$ cat src/rtl/dcsr_pkg.sv
package dcsr_pkg;
  localparam int unsigned ADDR_W = 10;

  // Word addresses
  localparam logic [ADDR_W-1:0] A_VERSION = 10'h008;
  localparam logic [ADDR_W-1:0] A_BUSMODE = 10'h3C0;
  localparam logic [ADDR_W-1:0] A_TXPOLL  = 10'h3C1;
  localparam logic [ADDR_W-1:0] A_RXBASE  = 10'h3C3;
  localparam logic [ADDR_W-1:0] A_TXBASE  = 10'h3C4;
  localparam logic [ADDR_W-1:0] A_STATUS  = 10'h3C5;
  localparam logic [ADDR_W-1:0] A_CTRL    = 10'h3C6;
  localparam logic [ADDR_W-1:0] A_IEN     = 10'h3C7;
  localparam logic [ADDR_W-1:0] A_TXCUR   = 10'h3D2;
  localparam logic [ADDR_W-1:0] A_RXCUR   = 10'h3D3;

  localparam logic [31:0] VERSION_VAL = 32'h0000_1012;
  localparam int unsigned CTRL_RXEN_BIT = 1;
  localparam int unsigned CTRL_TXEN_BIT = 13;

  // Ring index used by the pointer generate loop
  localparam int unsigned RING_RX = 0;
  localparam int unsigned RING_TX = 1;
  localparam int unsigned N_RINGS = 2;

  // Status update: clear by mask, then OR in set pulses (set wins)
  function automatic logic [31:0] w1c_next(input logic [31:0] q,
                                           input logic [31:0] clr,
                                           input logic [31:0] set);
    return (q & ~clr) | set;
  endfunction
endpackage

$ cat src/rtl/dcsr_status.sv
module dcsr_status #(
  parameter int unsigned DW = 32
) (
  input  logic          clk,
  input  logic          rst_n,
  input  logic          clr_en,
  input  logic [DW-1:0] clr_mask,
  input  logic [DW-1:0] set_mask,
  input  logic [DW-1:0] ien,
  output logic [DW-1:0] q,
  output logic          irq
);
  import dcsr_pkg::*;

  logic [DW-1:0] eff_clr;
  logic [DW-1:0] nxt;

  always_comb begin
    eff_clr = clr_en ? clr_mask : '0;
    nxt     = DW'(w1c_next(32'(q), 32'(eff_clr), 32'(set_mask)));
  end

  always_ff @(posedge clk) begin
    if (!rst_n) q <= '0;
    else        q <= nxt;
  end

  assign irq = |(q & ien);

  // bits cleared by software and not set in the same cycle are zero afterwards
  a_r2_w1c_clears: assert property (@(posedge clk) disable iff (!rst_n)
    clr_en |=> ((q & $past(clr_mask & ~set_mask)) == '0));

  // every set pulse leaves its bit set
  a_r3_set_sticks: assert property (@(posedge clk) disable iff (!rst_n)
    (set_mask != '0) |=> ((q & $past(set_mask)) == $past(set_mask)));

  // the interrupt never rises with empty status
  a_r6_irq_needs_status: assert property (@(posedge clk) disable iff (!rst_n)
    irq |-> (q != '0));
endmodule

$ cat src/rtl/dcsr_ptr.sv
module dcsr_ptr #(
  parameter int unsigned DW = 32
) (
  input  logic          clk,
  input  logic          rst_n,
  input  logic          base_wr,
  input  logic [DW-1:0] base_wdata,
  input  logic          eng_wr,
  input  logic [DW-1:0] eng_data,
  output logic [DW-1:0] base_q,
  output logic [DW-1:0] cur_q
);
  always_ff @(posedge clk) begin
    if (!rst_n) begin
      base_q <= '0;
      cur_q  <= '0;
    end else begin
      if (base_wr) base_q <= base_wdata;
      if (base_wr)     cur_q <= base_wdata;
      else if (eng_wr) cur_q <= eng_data;
    end
  end

  // a base write reloads the current pointer
  a_r4_base_reload: assert property (@(posedge clk) disable iff (!rst_n)
    base_wr |=> (cur_q == $past(base_wdata)) && (base_q == $past(base_wdata)));

  // an uncontested engine update lands in the pointer and leaves the base alone
  a_r5_engine_update: assert property (@(posedge clk) disable iff (!rst_n)
    (eng_wr && !base_wr) |=> (cur_q == $past(eng_data)) && $stable(base_q));
endmodule

$ cat src/rtl/dma_csr_bank.sv
module dma_csr_bank #(
  parameter int unsigned DW = 32,
  parameter int unsigned AW = 10
) (
  input  logic          clk,
  input  logic          rst_n,
  input  logic          bus_wr,
  input  logic [AW-1:0] bus_addr,
  input  logic [DW-1:0] bus_wdata,
  output logic [DW-1:0] bus_rdata,
  input  logic [DW-1:0] sts_set,
  input  logic          rx_cur_wr,
  input  logic [DW-1:0] rx_cur_din,
  input  logic          tx_cur_wr,
  input  logic [DW-1:0] tx_cur_din,
  output logic [DW-1:0] rx_cur,
  output logic [DW-1:0] tx_cur,
  output logic          rx_en,
  output logic          tx_en,
  output logic          tx_poll,
  output logic          irq
);
  import dcsr_pkg::*;

  localparam int unsigned NR = N_RINGS;

  // Decoded write events, named for the assertions
  logic wr_busmode, wr_poll, wr_status, wr_ctrl, wr_ien;
  logic [NR-1:0] wr_base;

  always_comb begin
    wr_busmode       = bus_wr && (bus_addr == AW'(A_BUSMODE));
    wr_poll          = bus_wr && (bus_addr == AW'(A_TXPOLL));
    wr_status        = bus_wr && (bus_addr == AW'(A_STATUS));
    wr_ctrl          = bus_wr && (bus_addr == AW'(A_CTRL));
    wr_ien           = bus_wr && (bus_addr == AW'(A_IEN));
    wr_base[RING_RX] = bus_wr && (bus_addr == AW'(A_RXBASE));
    wr_base[RING_TX] = bus_wr && (bus_addr == AW'(A_TXBASE));
  end

  logic [DW-1:0] busmode_q, ctrl_q, ien_q, status_q;
  logic          poll_q;

  always_ff @(posedge clk) begin
    if (!rst_n) begin
      busmode_q <= '0;
      ctrl_q    <= '0;
      ien_q     <= '0;
      poll_q    <= 1'b0;
    end else begin
      if (wr_busmode) busmode_q <= bus_wdata & ~DW'(1);
      if (wr_ctrl)    ctrl_q    <= bus_wdata;
      if (wr_ien)     ien_q     <= bus_wdata;
      poll_q <= wr_poll;
    end
  end

  dcsr_status #(.DW(DW)) u_status (
    .clk      (clk),
    .rst_n    (rst_n),
    .clr_en   (wr_status),
    .clr_mask (bus_wdata),
    .set_mask (sts_set),
    .ien      (ien_q),
    .q        (status_q),
    .irq      (irq)
  );

  // Ring pointer pairs: index 0 receive, index 1 transmit
  logic [DW-1:0] base_q [NR];
  logic [DW-1:0] cur_q  [NR];
  logic [NR-1:0] eng_wr;
  logic [DW-1:0] eng_din [NR];

  always_comb begin
    eng_wr[RING_RX]  = rx_cur_wr;
    eng_wr[RING_TX]  = tx_cur_wr;
    eng_din[RING_RX] = rx_cur_din;
    eng_din[RING_TX] = tx_cur_din;
  end

  for (genvar g = 0; g < NR; g++) begin : g_ring
    dcsr_ptr #(.DW(DW)) u_ptr (
      .clk        (clk),
      .rst_n      (rst_n),
      .base_wr    (wr_base[g]),
      .base_wdata (bus_wdata),
      .eng_wr     (eng_wr[g]),
      .eng_data   (eng_din[g]),
      .base_q     (base_q[g]),
      .cur_q      (cur_q[g])
    );
  end

  always_comb begin
    bus_rdata = '0;
    case (bus_addr)
      AW'(A_VERSION): bus_rdata = DW'(VERSION_VAL);
      AW'(A_BUSMODE): bus_rdata = busmode_q;
      AW'(A_RXBASE):  bus_rdata = base_q[RING_RX];
      AW'(A_TXBASE):  bus_rdata = base_q[RING_TX];
      AW'(A_STATUS):  bus_rdata = status_q;
      AW'(A_CTRL):    bus_rdata = ctrl_q;
      AW'(A_IEN):     bus_rdata = ien_q;
      AW'(A_RXCUR):   bus_rdata = cur_q[RING_RX];
      AW'(A_TXCUR):   bus_rdata = cur_q[RING_TX];
      default:        bus_rdata = '0;
    endcase
  end

  assign rx_cur  = cur_q[RING_RX];
  assign tx_cur  = cur_q[RING_TX];
  assign rx_en   = ctrl_q[CTRL_RXEN_BIT];
  assign tx_en   = ctrl_q[CTRL_TXEN_BIT];
  assign tx_poll = poll_q;

  // bus mode bit 0 never holds a one
  a_r7_busmode_bit0: assert property (@(posedge clk) disable iff (!rst_n)
    busmode_q[0] == 1'b0);

  // the strobe only follows a poll write
  a_r8_poll_origin: assert property (@(posedge clk) disable iff (!rst_n)
    tx_poll |-> $past(wr_poll));

  // enables change only after a control write
  a_r10_enable_stable: assert property (@(posedge clk) disable iff (!rst_n)
    !wr_ctrl |=> $stable(rx_en) && $stable(tx_en));
endmodule

$ cat config.mk
export PLATFORM = sky130hd
export DESIGN_NAME = dma_csr_bank
export DESIGN_NICKNAME = d
export VERILOG_FILES = /design/src/rtl/dcsr_pkg.sv /design/src/rtl/dcsr_status.sv /design/src/rtl/dcsr_ptr.sv /design/src/rtl/dma_csr_bank.sv
export SDC_FILE = /design/constraint.sdc
export NUM_CORES = 1
export LEC_CHECK = 0
export BUFFER_PORTS_ARGS = -buffer_cell sky130_fd_sc_hd__clkbuf_2
export CAP_MARGIN = 5
export CORE_MARGIN = 2
export CORE_UTILIZATION = 60
export CTS_CLUSTER_DIAMETER = 150
export CTS_CLUSTER_SIZE = 30
export DETAILED_ROUTE_END_ITERATION = 8
export GPL_TIMING_DRIVEN = 0
export PLACE_DENSITY = 0.86
export SETUP_SLACK_MARGIN = 0.15
export SYNTH_ARGS = -nofsm -noshare
export SYNTH_HDL_FRONTEND = slang
export SYNTH_SLANG_ARGS = --single-unit
$ cat constraint.sdc
create_clock -name clk -period 6.7 [get_ports clk]
set_input_delay 1.34 -clock clk [delete_from_list [all_inputs] [get_ports clk]]
set_output_delay 1.34 -clock clk [all_outputs]
set_load 0.02 [all_outputs]
# Word level (Yosys, flattened, before mapping)
# Cells that the tools add are included.
# classes
n_reduce_logical,10
mux,6
n_bitwise,4
eq_ne,10
# op_table
operator,count
case mux 32 bit (9 select lines),1
two-way mux 32 bit,5
== test 10 bit (second input constant),9
bitwise AND 32 bit,2
inverter 32 bit,1
bitwise OR 32 bit,1
OR reduction 32 bit,1
== test 10 x 4 -> 1 bit (second input constant),1
logical AND 1 bit,7
nonzero test 2 bit,2
# word_totals
word_cells,39
ff_bits,256
output_inout_bits,100
in_bits,143

# Depth between registers and ports, before layout
# Gate-level depths: netlist of the first run.
# depth
depth_word,6
ltp_mapped,8
ltp_nobuf,4

# Modules after synthesis
# From an unflattened synthesis of the first run, not the netlist that was laid out.
# hier_totals
cells_unflattened,1312
area_unflattened_um2,12769.7
# modules_own_cells
mod,area_each_um2,cells_per_inst,n_inst
dcsr_ptr,2967.8,246,2
dma_csr_bank,5522.8,665,1
dcsr_status,1311.3,155,1

# Worst setup path before layout of the first run
# Ideal clock, no wire load.
# synth_timing
path_kind,input -> output
startpoint,input port bus_addr[0]
endpoint,output port bus_rdata[21]
stages,6
t_required_ns,5.360
setup_slack_ns,2.579
t_arrival_ns,2.781
path_cell_list,buf_4 > buf_4 > buf_2 > mux4_2 > a22oi_1 > o21ai_1
# synth_between
elab_chain_len,2
# synth_lines
item,line,rtl
start: declaration,dma_csr_bank.sv:8,"input logic [AW-1:0] bus_addr,"
== test 10 bit / == test 10 x 4 -> 1 bit (equally long branches),dma_csr_bank.sv:97,case (bus_addr)
case mux 32 bit (9 select lines) (*),dma_csr_bank.sv:97,
end: declaration,dma_csr_bank.sv:10,"output logic [DW-1:0] bus_rdata,"
# Every way passes the cells marked *; elsewhere a longest branch is shown, timed or not.

# Worst setup path after layout of the first run
# layout_timing
startpoint,input port bus_addr[4]
endpoint,output port bus_rdata[20]
# The elaborated chain is that of the path after synthesis.

==> flow_summary.toml, run 1 <==
[run_status]
violations = "max-capacitance violations, max-slew violations"
status = "finished with violations"

[die]
initial_core_util_pct = 61.39
core_area_mm2 = 0.01953
row_count = 51
pin_count = 243
floorplan.die_area_mm2 = 0.02113
fp.dieW_um = 145.4
fp.dieH_um = 145.4

[sta]
setup_tns_ps = 0
worst_slew_pin_slew_ps = 1492
skew_ps = 0
grt_setup_unrepaired = "false"
hold_viol_final = 0
slew_headroom_pct = -0.2036
fin_crit_ps = 5304
finalSetupViolations = 0
fmax_mhz = 188.5
drv_slew = 1
period_share_pct = 79.17

[place]
postPlaceCellArea_mm2 = 0.01350
dp_hpwl_um = 34940
io_buffer_count = 236
place.gp.congestion = 1.041

[clock_network]
postCtsSetupBuffers = 0
cts_tree = "built"
clockRootBuffer = "clkbuf_16"
cts_buffers = 12
cts_resized = 0
max-clock-path-buffers = 3
cts.sinks = 256
postCtsHoldBufs = 0
path_clk_slew_ps = 120
clock_latency_ps = 500
htree_num_levels = 1

[critical_path]
timing.critical_path.buf_inv = 4
timing.rr.end = "g_ring[1].u_ptr.cur_q[17]"
reg2reg_slack_ps = 5690
crit_slowest_cell = "o22ai_1"
crit_chain = "clkbuf_2 -> buf_4 -> nor3b_2 -> nand3_1 -> clkbuf_1 -> o22ai_1 -> a21o_1 -> clkbuf_2"
worstPathArrival_ps = 3960
r2r-start = "g_ring[1].u_ptr.cur_q[17]"
critPathMaxFanout = 10
cp-end-kind = "output port"
critPathMostFrequentCell = "clkbuf_2"
cp_top_family = "buffers and inverters"
path_class = "input port to output port"
slowest_delay_ps = 600
start_kind = "input port"
reg2reg_depth = 3
required_ps = 5360

[grt]
antenna_found_initial = 0
met3_usage_pct = 10.91
grt_pass1_vias = 11330
grtUsageMet1_pct = 58.23
grt_first_pass_wirelength_um = 69170
globalRouteTotalUtil_pct = 43.06
grtUsageMet2_pct = 64.60
top_usage_layer = "met2"
grt_max_degree = 31
gr-total-overflow = 0

[synthesis]
synth.area.top_cells = "dfxtp_1 (43%), nand2_1 (8.4%), a21boi_1 (6.7%)"
netlist.area_leader.share_pct = 42.75
syn_nets = 1458
synth_top_flop_cell = "dfxtp_1"
syn_area_mm2 = 0.01199
synthCells = 1315
async_flop_share_pct = 0
synth_seq_area_share_pct = 42.75
yosys-top-cells-count = "nand2_1 (268), dfxtp_1 (256), a21boi_1 (107), mux2i_1 (67)"
yosysTopAreaCell = "dfxtp_1"
synth_seq_cells = 256
yosysWarnings = 0
synth_cell_type_count = 61
synth_edf_count = 0
synth_most_common_cell = "nand2_1"
syn_area_per_cell_um2 = 9.116

[routing]
vias_per_cell = 6.694
wl_per_cell_um = 25.82
route.detailed.drc = 0
vias = 12250
drt_wl_total_um = 47260
drtIter0Drc = 1739
ant_nets = 0
dr.pass1.iters = 9

[final_layout]
fin_area_mm2 = 0.01384
area_delta_synth_final_pct = 15.47
insertedDiodeCount = 0
seq_area_mm2 = 0.005125
fillCellCount = 1621
multiInputGateArea_mm2 = 0.006155
finalNetCount = 1708
drive_above_1_share_pct = 24.35

[power]
p_leak_nw = 5.768
ir_drop_mv = 0.1570
powerDensity_mw_per_mm2 = 203.7

[worst_hold_path]
hp-class = "flip-flop to flip-flop"
min_from = "busmode_q[15]"
hold_end = "busmode_q[15]"
worstHoldPathCells = 2

[job]
drv_cap = 1
-- per-stage QoR --
stage	util, %	worst slack, ps	power (mW)	instances	hold WS (ps)
floorplan	-	2579	1.804	1315	429.2
global placement	69.14	1723	1.967	1816	438.3
detailed placement	69.14	1630	1.974	1816	441.7
CTS	70.89	1628	2.787	1830	457.4
global route	70.89	1419	2.874	1830	482.9
finish	70.89	1396	2.819	1830	456.8
-- power breakdown --
| part | internal, mW | leakage, nW | switching [mW] |
|---|---|---|---|
| logic | 0.136 | 3.52 | 0.219 |
| registers | 1.56 | 2.09 | 0.0409 |
| clock network | 0.358 | 0.167 | 0.506 |
| total | 2.05 | 5.77 | 0.766 |
-- cells by family (layout without fill, tap and decap cells) --
kind of cell / after synthesis / count (layout) / synth area share [%]
and+or+nand+nor: 386 / 386 / 14.67
DFF: 256 / 256 / 42.75
AOI/OAI and AO/OA: 405 / 405 / 24.12
muxes: 123 / 123 / 12.55
buffers and inverters: 145 / 395 / 5.908
-- worst max-delay path by stage --
stage,startpoint,to,slack (ps),depth (start not counted)
after detailed placement,bus_addr[4],bus_rdata[20],1630,8
after global placement,bus_addr[4],bus_rdata[20],1720,8
after global routing,bus_addr[4],bus_rdata[20],1420,8
after CTS,bus_addr[4],bus_rdata[20],1630,8
after floorplan,bus_addr[0],bus_rdata[21],2580,6
final,bus_addr[4],bus_rdata[20],1400,8
-- worst register-to-register path, delay by kind of cell (launching register included) --
family,cells,cell delay (ps)
flops,1,530
compound gates,1,150
mux,1,220
simple gates,1,60
-- state kept, by name, summed over array words and instances (netlist names) --
name	count
busmode_q	31
ctrl_q	32
g_ring.u_ptr.base_q	64
g_ring.u_ptr.cur_q	64
ien_q	32
tx_poll	1
u_status.q	32
-- layout make-up --
cell class	count	share of cell area [%]
buffer	112	4.221
clock buffer	13	2.350
clock inverter	1	0.1175
inverter	33	0.8949
multi-input combinational	914	44.46
sequential	256	37.02
tap	265	2.395
timing repair buffer	236	8.533
-- layout by cell type (no fill, tap or decap), types with 10 or more instances in the layout --
cell       Yosys  routed
a21boi_0      21      21
a21boi_1     107     107
a22o_1        41      41
a22oi_1       56      56
a31oi_1       32      32
buf_2         44      44
buf_6         11      11
clkbuf_1      47      47
clkbuf_16      0      13
clkbuf_2       0     236
dfxtp_1      256     256
inv_1         33      33
mux2_2        38      38
mux2i_1       67      67
mux4_2        18      18
nand2_1      268     268
nand3_1       47      47
nor2_1        10      10
o21ai_0       56      56
o22ai_1       36      36
o2bb2ai_1     15      15
-- per-layer routing --
layer  vias up  wire length, um  share of wire [%]
met5         -                0                  0
met1      5764            17390                 37
met3       214             7020                 15
li1       5259                -                  -
met4         0             2846                6.0
met2      1013            20000                 42
Power figures use the tool's default switching activity.
==> inputs of run 2 (changes only) <==
- CORE_UTILIZATION: 60 -> 55
- PLACE_DENSITY: 0.86 -> 0.8
- clock period: 6.7 -> 5.4 ns (I/O delays scaled with it)
==> flow_summary.toml, run 2 (synthesis results as in run 1) <==
[critical_path]
path_class = "input port to output port"
critPathMaxFanout = 10
cp-end-kind = "output port"
start_kind = "input port"
required_ps = 4320
worstPathArrival_ps = 3620

[clock_network]
path_clk_slew_ps = 120
cts_tree = "built"
clock_latency_ps = 490
postCtsHoldBufs = 0
htree_num_levels = 1
cts_resized = 0
max-clock-path-buffers = 3
cts_buffers = 12
cts.sinks = 256
postCtsSetupBuffers = 0
clockRootBuffer = "clkbuf_16"

[power]
intPower_mw = 2.547
p_comb_share_pct = 12.6
p_total_mw = 3.506
ir_drop_mv = 0.2191
p_sw_mw = 0.9592
seqPwrFrac_pct = 56.6
powerDensity_mw_per_mm2 = 252.8
p_leak_nw = 5.774
clockPowerShare_pct = 30.7
power.share.switching_pct = 27.36

[die]
floorplan.die_area_mm2 = 0.02299
row_count = 54
fp.dieW_um = 151.6
initial_core_util_pct = 55.45
fp.dieH_um = 151.6
pin_count = 243
core_area_mm2 = 0.02162

[sta]
skew_ps = 0
grt_setup_unrepaired = "false"
hold_viol_final = 0
setup_tns_ps = 0
worst_slew_pin_slew_ps = 1158
finalSetupViolations = 0
fmax_mhz = 212.8
fin_crit_ps = 4698
slew_headroom_pct = 22.39
hold_ws_ps = 458.4
drv_slew = 0
period_share_pct = 87.00

[final_layout]
top_regs = "g_ring.u_ptr.base_q: 64 flops, g_ring.u_ptr.cur_q: 64 flops"
fin_area_mm2 = 0.01387
layout_common_cells = "nand2_1 (268), dfxtp_1 (256), clkbuf_2 (236)"
multiInputGateArea_mm2 = 0.006155
fillCellCount = 1897
finalNetCount = 1709
seq_area_mm2 = 0.005125
final_common_cell = "nand2_1"
drive_above_1_share_pct = 24.39
area_delta_synth_final_pct = 15.71

[place]
io_buffer_count = 236
place.gp.congestion = 1.039
dp_hpwl_um = 36040
postPlaceCellArea_mm2 = 0.01352

[grt]
grt_max_degree = 31
antenna_found_initial = 1
globalRouteTotalUtil_pct = 41.31
grt_first_pass_wirelength_um = 68990
grt_pass1_vias = 11090
gr-total-overflow = 0

[job]
drv_cap = 0

[routing]
drt_wl_total_um = 48400
dr.pass1.iters = 7
drtIter0Drc = 1475
vias = 12060
vias_per_cell = 6.530
wl_per_cell_um = 26.20
ant_nets = 0
route.detailed.drc = 0

[worst_hold_path]
hp-class = "flip-flop to flip-flop"

[run_status]
status = "finished, final reports clean"
-- run 2: cell types whose count changed in the layout (fill, tap and decap cells not counted), sizes merged --
cell	change
buf	+1
diode	+1
-- run 2: final cells by class --
cell class                 count  area share, %
timing repair buffer         237          8.569
antenna                        1        0.01804
multi-input combinational    914          44.37
clock inverter                 1         0.1173
clock buffer                  13          2.345
sequential                   256          36.95
inverter                      33         0.8930
tap                          280          2.526
buffer                       112          4.213
-- run 2: power by group through the flow --
stage / combinational (mW) / sequential (mW) / clock, mW
CTS: 0.430 / 1.98 / 1.07
global placement: 0.423 / 2.02 / 0
finish: 0.443 / 1.99 / 1.08
floorplan: 0.201 / 2.04 / 0
detailed placement: 0.429 / 2.03 / 0
global route: 0.465 / 1.99 / 1.12
-- run 2: critical path: stages --
cell and delay [ps]:
clkbuf_2 140, buf_4 260, nor3b_2 300, nand3_1 370, clkbuf_1 510, o22ai_1 600, a21o_1 170, clkbuf_2 180
-- run 2: path summary, 6_finish.rpt --
check / slack (ps) / end / cells after the start / start
worst max register to register: 4410 / g_ring[1].u_ptr.cur_q[17] / 3 / g_ring[1].u_ptr.cur_q[17]
worst max-delay path: 700 / bus_rdata[20] / 8 / bus_addr[4]
worst min register to register: 460 / busmode_q[10] / 2 / busmode_q[10]
worst min-delay path: 460 / busmode_q[10] / 2 / busmode_q[10]
-- run 2: through the flow --
step | std cells | setup slack, ps | utilization, %
after global placement | 1831 | 878.0 | 62.53
final | 1847 | 701.8 | 64.16
after detailed placement | 1831 | 885.8 | 62.53
after floorplan | 1315 | 1799 | -
after global routing | 1846 | 745.6 | 64.14
after CTS | 1845 | 866.4 | 64.11
-- run 2: layer usage --
metal	part of all wire [%]	wire [um]	up-vias	track usage [%]
met5	0	0	-	0
met4	5.8	2797	0	20.60
met3	15	7046	167	12.25
met2	42	20460	949	61.74
met1	37	18090	5710	54.50
li1	-	-	5235	-
==> inputs of run 3 (changes only) <==
- ABC_AREA: unset -> 1
- CORE_UTILIZATION: 55 -> 56
- PLACE_DENSITY: 0.8 -> 0.81
==> flow_summary.toml, run 3 <==
[power]
intPower_mw = 2.497
p_comb_share_pct = 11.6
seqPwrFrac_pct = 56.8
power.share.switching_pct = 28.00
clockPowerShare_pct = 31.7
powerDensity_mw_per_mm2 = 239.7
p_leak_nw = 6.799
p_sw_mw = 0.9713
ir_drop_mv = 0.2125

[synthesis]
synth_top_flop_cell = "dfxtp_1"
yosysTopAreaCell = "dfxtp_1"
async_flop_share_pct = 0
synth_edf_count = 0
yosys-top-cells-count = "nand2_1 (529), nor2_1 (323), dfxtp_1 (256), inv_1 (200), a21oi_1 (174)"
synthCells = 1967
synth_most_common_cell = "nand2_1"
syn_area_per_cell_um2 = 6.391
synth_seq_cells = 256
yosysWarnings = 0
syn_nets = 2110
netlist.area_leader.share_pct = 40.76
synth.area.top_cells = "dfxtp_1 (41%), nand2_1 (16%), nor2_1 (9.6%)"
synth_seq_area_share_pct = 40.76
synth_cell_type_count = 29
syn_area_mm2 = 0.01257

[routing]
wl_per_cell_um = 21.31
drt_wl_total_um = 53310
vias = 14800
drtIter0Drc = 1996
ant_nets = 0
vias_per_cell = 5.914
route.detailed.drc = 0
dr.pass1.iters = 6

[clock_network]
postCtsHoldBufs = 0
cts_buffers = 12
max-clock-path-buffers = 3
cts.sinks = 256
clock_latency_ps = 510
htree_num_levels = 1
postCtsSetupBuffers = 0
cts_resized = 0
cts_tree = "built"
path_clk_slew_ps = 100
clockRootBuffer = "clkbuf_16"

[place]
dp_hpwl_um = 37470
dp.cells = 2487
io_buffer_count = 240
place.gp.congestion = 1.007

[final_layout]
fillCellCount = 2100
drive_above_1_share_pct = 15.31
final_common_cell = "nand2_1"
finalNetCount = 2364
seq_area_mm2 = 0.005125
layoutNonFillerInstCount = 2502
multiInputGateArea_mm2 = 0.006058
top_regs = "g_ring.u_ptr.base_q: 64 flops, g_ring.u_ptr.cur_q: 64 flops"
layout_common_cells = "nand2_1 (529), nor2_1 (323), dfxtp_1 (256)"
area_delta_synth_final_pct = 15.08

[die]
floorplan.die_area_mm2 = 0.02367
initial_core_util_pct = 57.25
pin_count = 243
core_area_mm2 = 0.02196
row_count = 54
fp.dieH_um = 153.8
fp.dieW_um = 153.8

[sta]
fin_crit_ps = 4658
skew_ps = 0
worst_slew_pin_slew_ps = 1156
hold_viol_final = 0
drv_slew = 0
slew_headroom_pct = 22.64
grt_setup_unrepaired = "false"
setup_tns_ps = 0
period_share_pct = 86.26
finalSetupViolations = 0
fmax_mhz = 214.7

[critical_path]
cp-end-kind = "output port"
required_ps = 4320
timing.critical_path.buf_inv = 4
worstPathArrival_ps = 3580
critPathMaxFanout = 10
path_class = "input port to output port"
cp_top_family = "simple AND/OR/NAND/NOR gates"
critPathMostFrequentCell = "nand2_1"
crit_chain = "clkbuf_2 -> inv_1 -> nand2_1 -> nor2_2 -> nand2_1 -> clkbuf_1 -> o21ai_0 -> nor2_1 -> nand2_1 -> clkbuf_2"
start_kind = "input port"
slowest_delay_ps = 580
crit_slowest_cell = "clkbuf_1"

[job]
drv_cap = 0

[worst_hold_path]
hp-class = "flip-flop to flip-flop"

[grt]
grt_max_degree = 31
grt_pass1_vias = 13380
grt_first_pass_wirelength_um = 78350
gr-total-overflow = 0
globalRouteTotalUtil_pct = 43.89
antenna_found_initial = 0

[run_status]
status = "finished, final reports clean"
[run 3: cell count changes after synthesis, sizes merged, moves of 75 or more]
cell	change
a21boi	-128
a21oi	+173
inv	+173
nand2	+265
nand3	+75
nor2	+320
o21ai	+93
[run 3: path summary, 6_finish.rpt]
| kind | slack (ps) | end | depth (start not counted) | start |
|---|---|---|---|---|
| setup / recovery | 740 | bus_rdata[26] | 10 | bus_addr[0] |
| hold / removal | 450 | ctrl_q[14] | 2 | ctrl_q[14] |
| setup reg to reg | 4620 | g_ring[0].u_ptr.cur_q[21] | 4 | g_ring[0].u_ptr.cur_q[21] |
| hold reg to reg | 450 | ctrl_q[14] | 2 | ctrl_q[14] |
[run 3: logic make-up after synthesis]
kind of cell | after synthesis | share of synthesized area, %
buffers and inverters | 328 | 11.05
AO/OA/AOI/OAI | 337 | 13.59
AND/OR/NAND/NOR | 1046 | 34.59
flip-flops | 256 | 40.76
[run 3: power by group through the flow]
| stage | Clock [mW] | Sequential, mW | Combinational, mW |
|---|---|---|---|
| floorplan | 0 | 2.03 | 0.171 |
| global route | 1.14 | 1.97 | 0.429 |
| detailed placement | 0 | 2.01 | 0.386 |
| CTS | 1.08 | 1.97 | 0.388 |
| finish | 1.10 | 1.97 | 0.401 |
| global placement | 0 | 2.01 | 0.380 |
[run 3: per-stage QoR]
stage	instance area, um2	setup WS [ps]	hold slack, ps	power (mW)	utilization (%)
detailed placement	14120	932.3	439.5	2.395	64.32
floorplan	12570	2128	423.7	2.201	-
finish	14470	741.8	454.4	3.468	65.89
CTS	14470	937.7	455.0	3.435	65.87
global route	14470	681.1	473.4	3.542	65.87
global placement	14120	962.3	434.2	2.388	64.32
[run 3: per-layer routing]
metal	vias to the layer above	share of wire [%]	track usage (%)
met4	0	5.7	21.14
met2	1234	43	68.19
li1	6715	-	-
met3	242	15	10.77
met1	6606	37	57.51
met5	-	0	0
[run 3: worst reg2reg max path, delay by kind of cell, from the launching register on]
kind,cells,cell delay (ps)
simple gates,3,230
flops,1,440
buf+inv,1,60
[run 3: final cells by class]
cell class / count / share of cell area (%)
Antenna cell: 1 / 0.01730
Buffer: 122 / 4.255
Clock buffer: 13 / 2.249
Clock inverter: 1 / 0.1124
Inverter: 206 / 5.345
Multi-Input combinational cell: 1383 / 41.88
Sequential cell: 256 / 35.42
Tap cell: 280 / 2.422
Timing Repair Buffer: 240 / 8.302
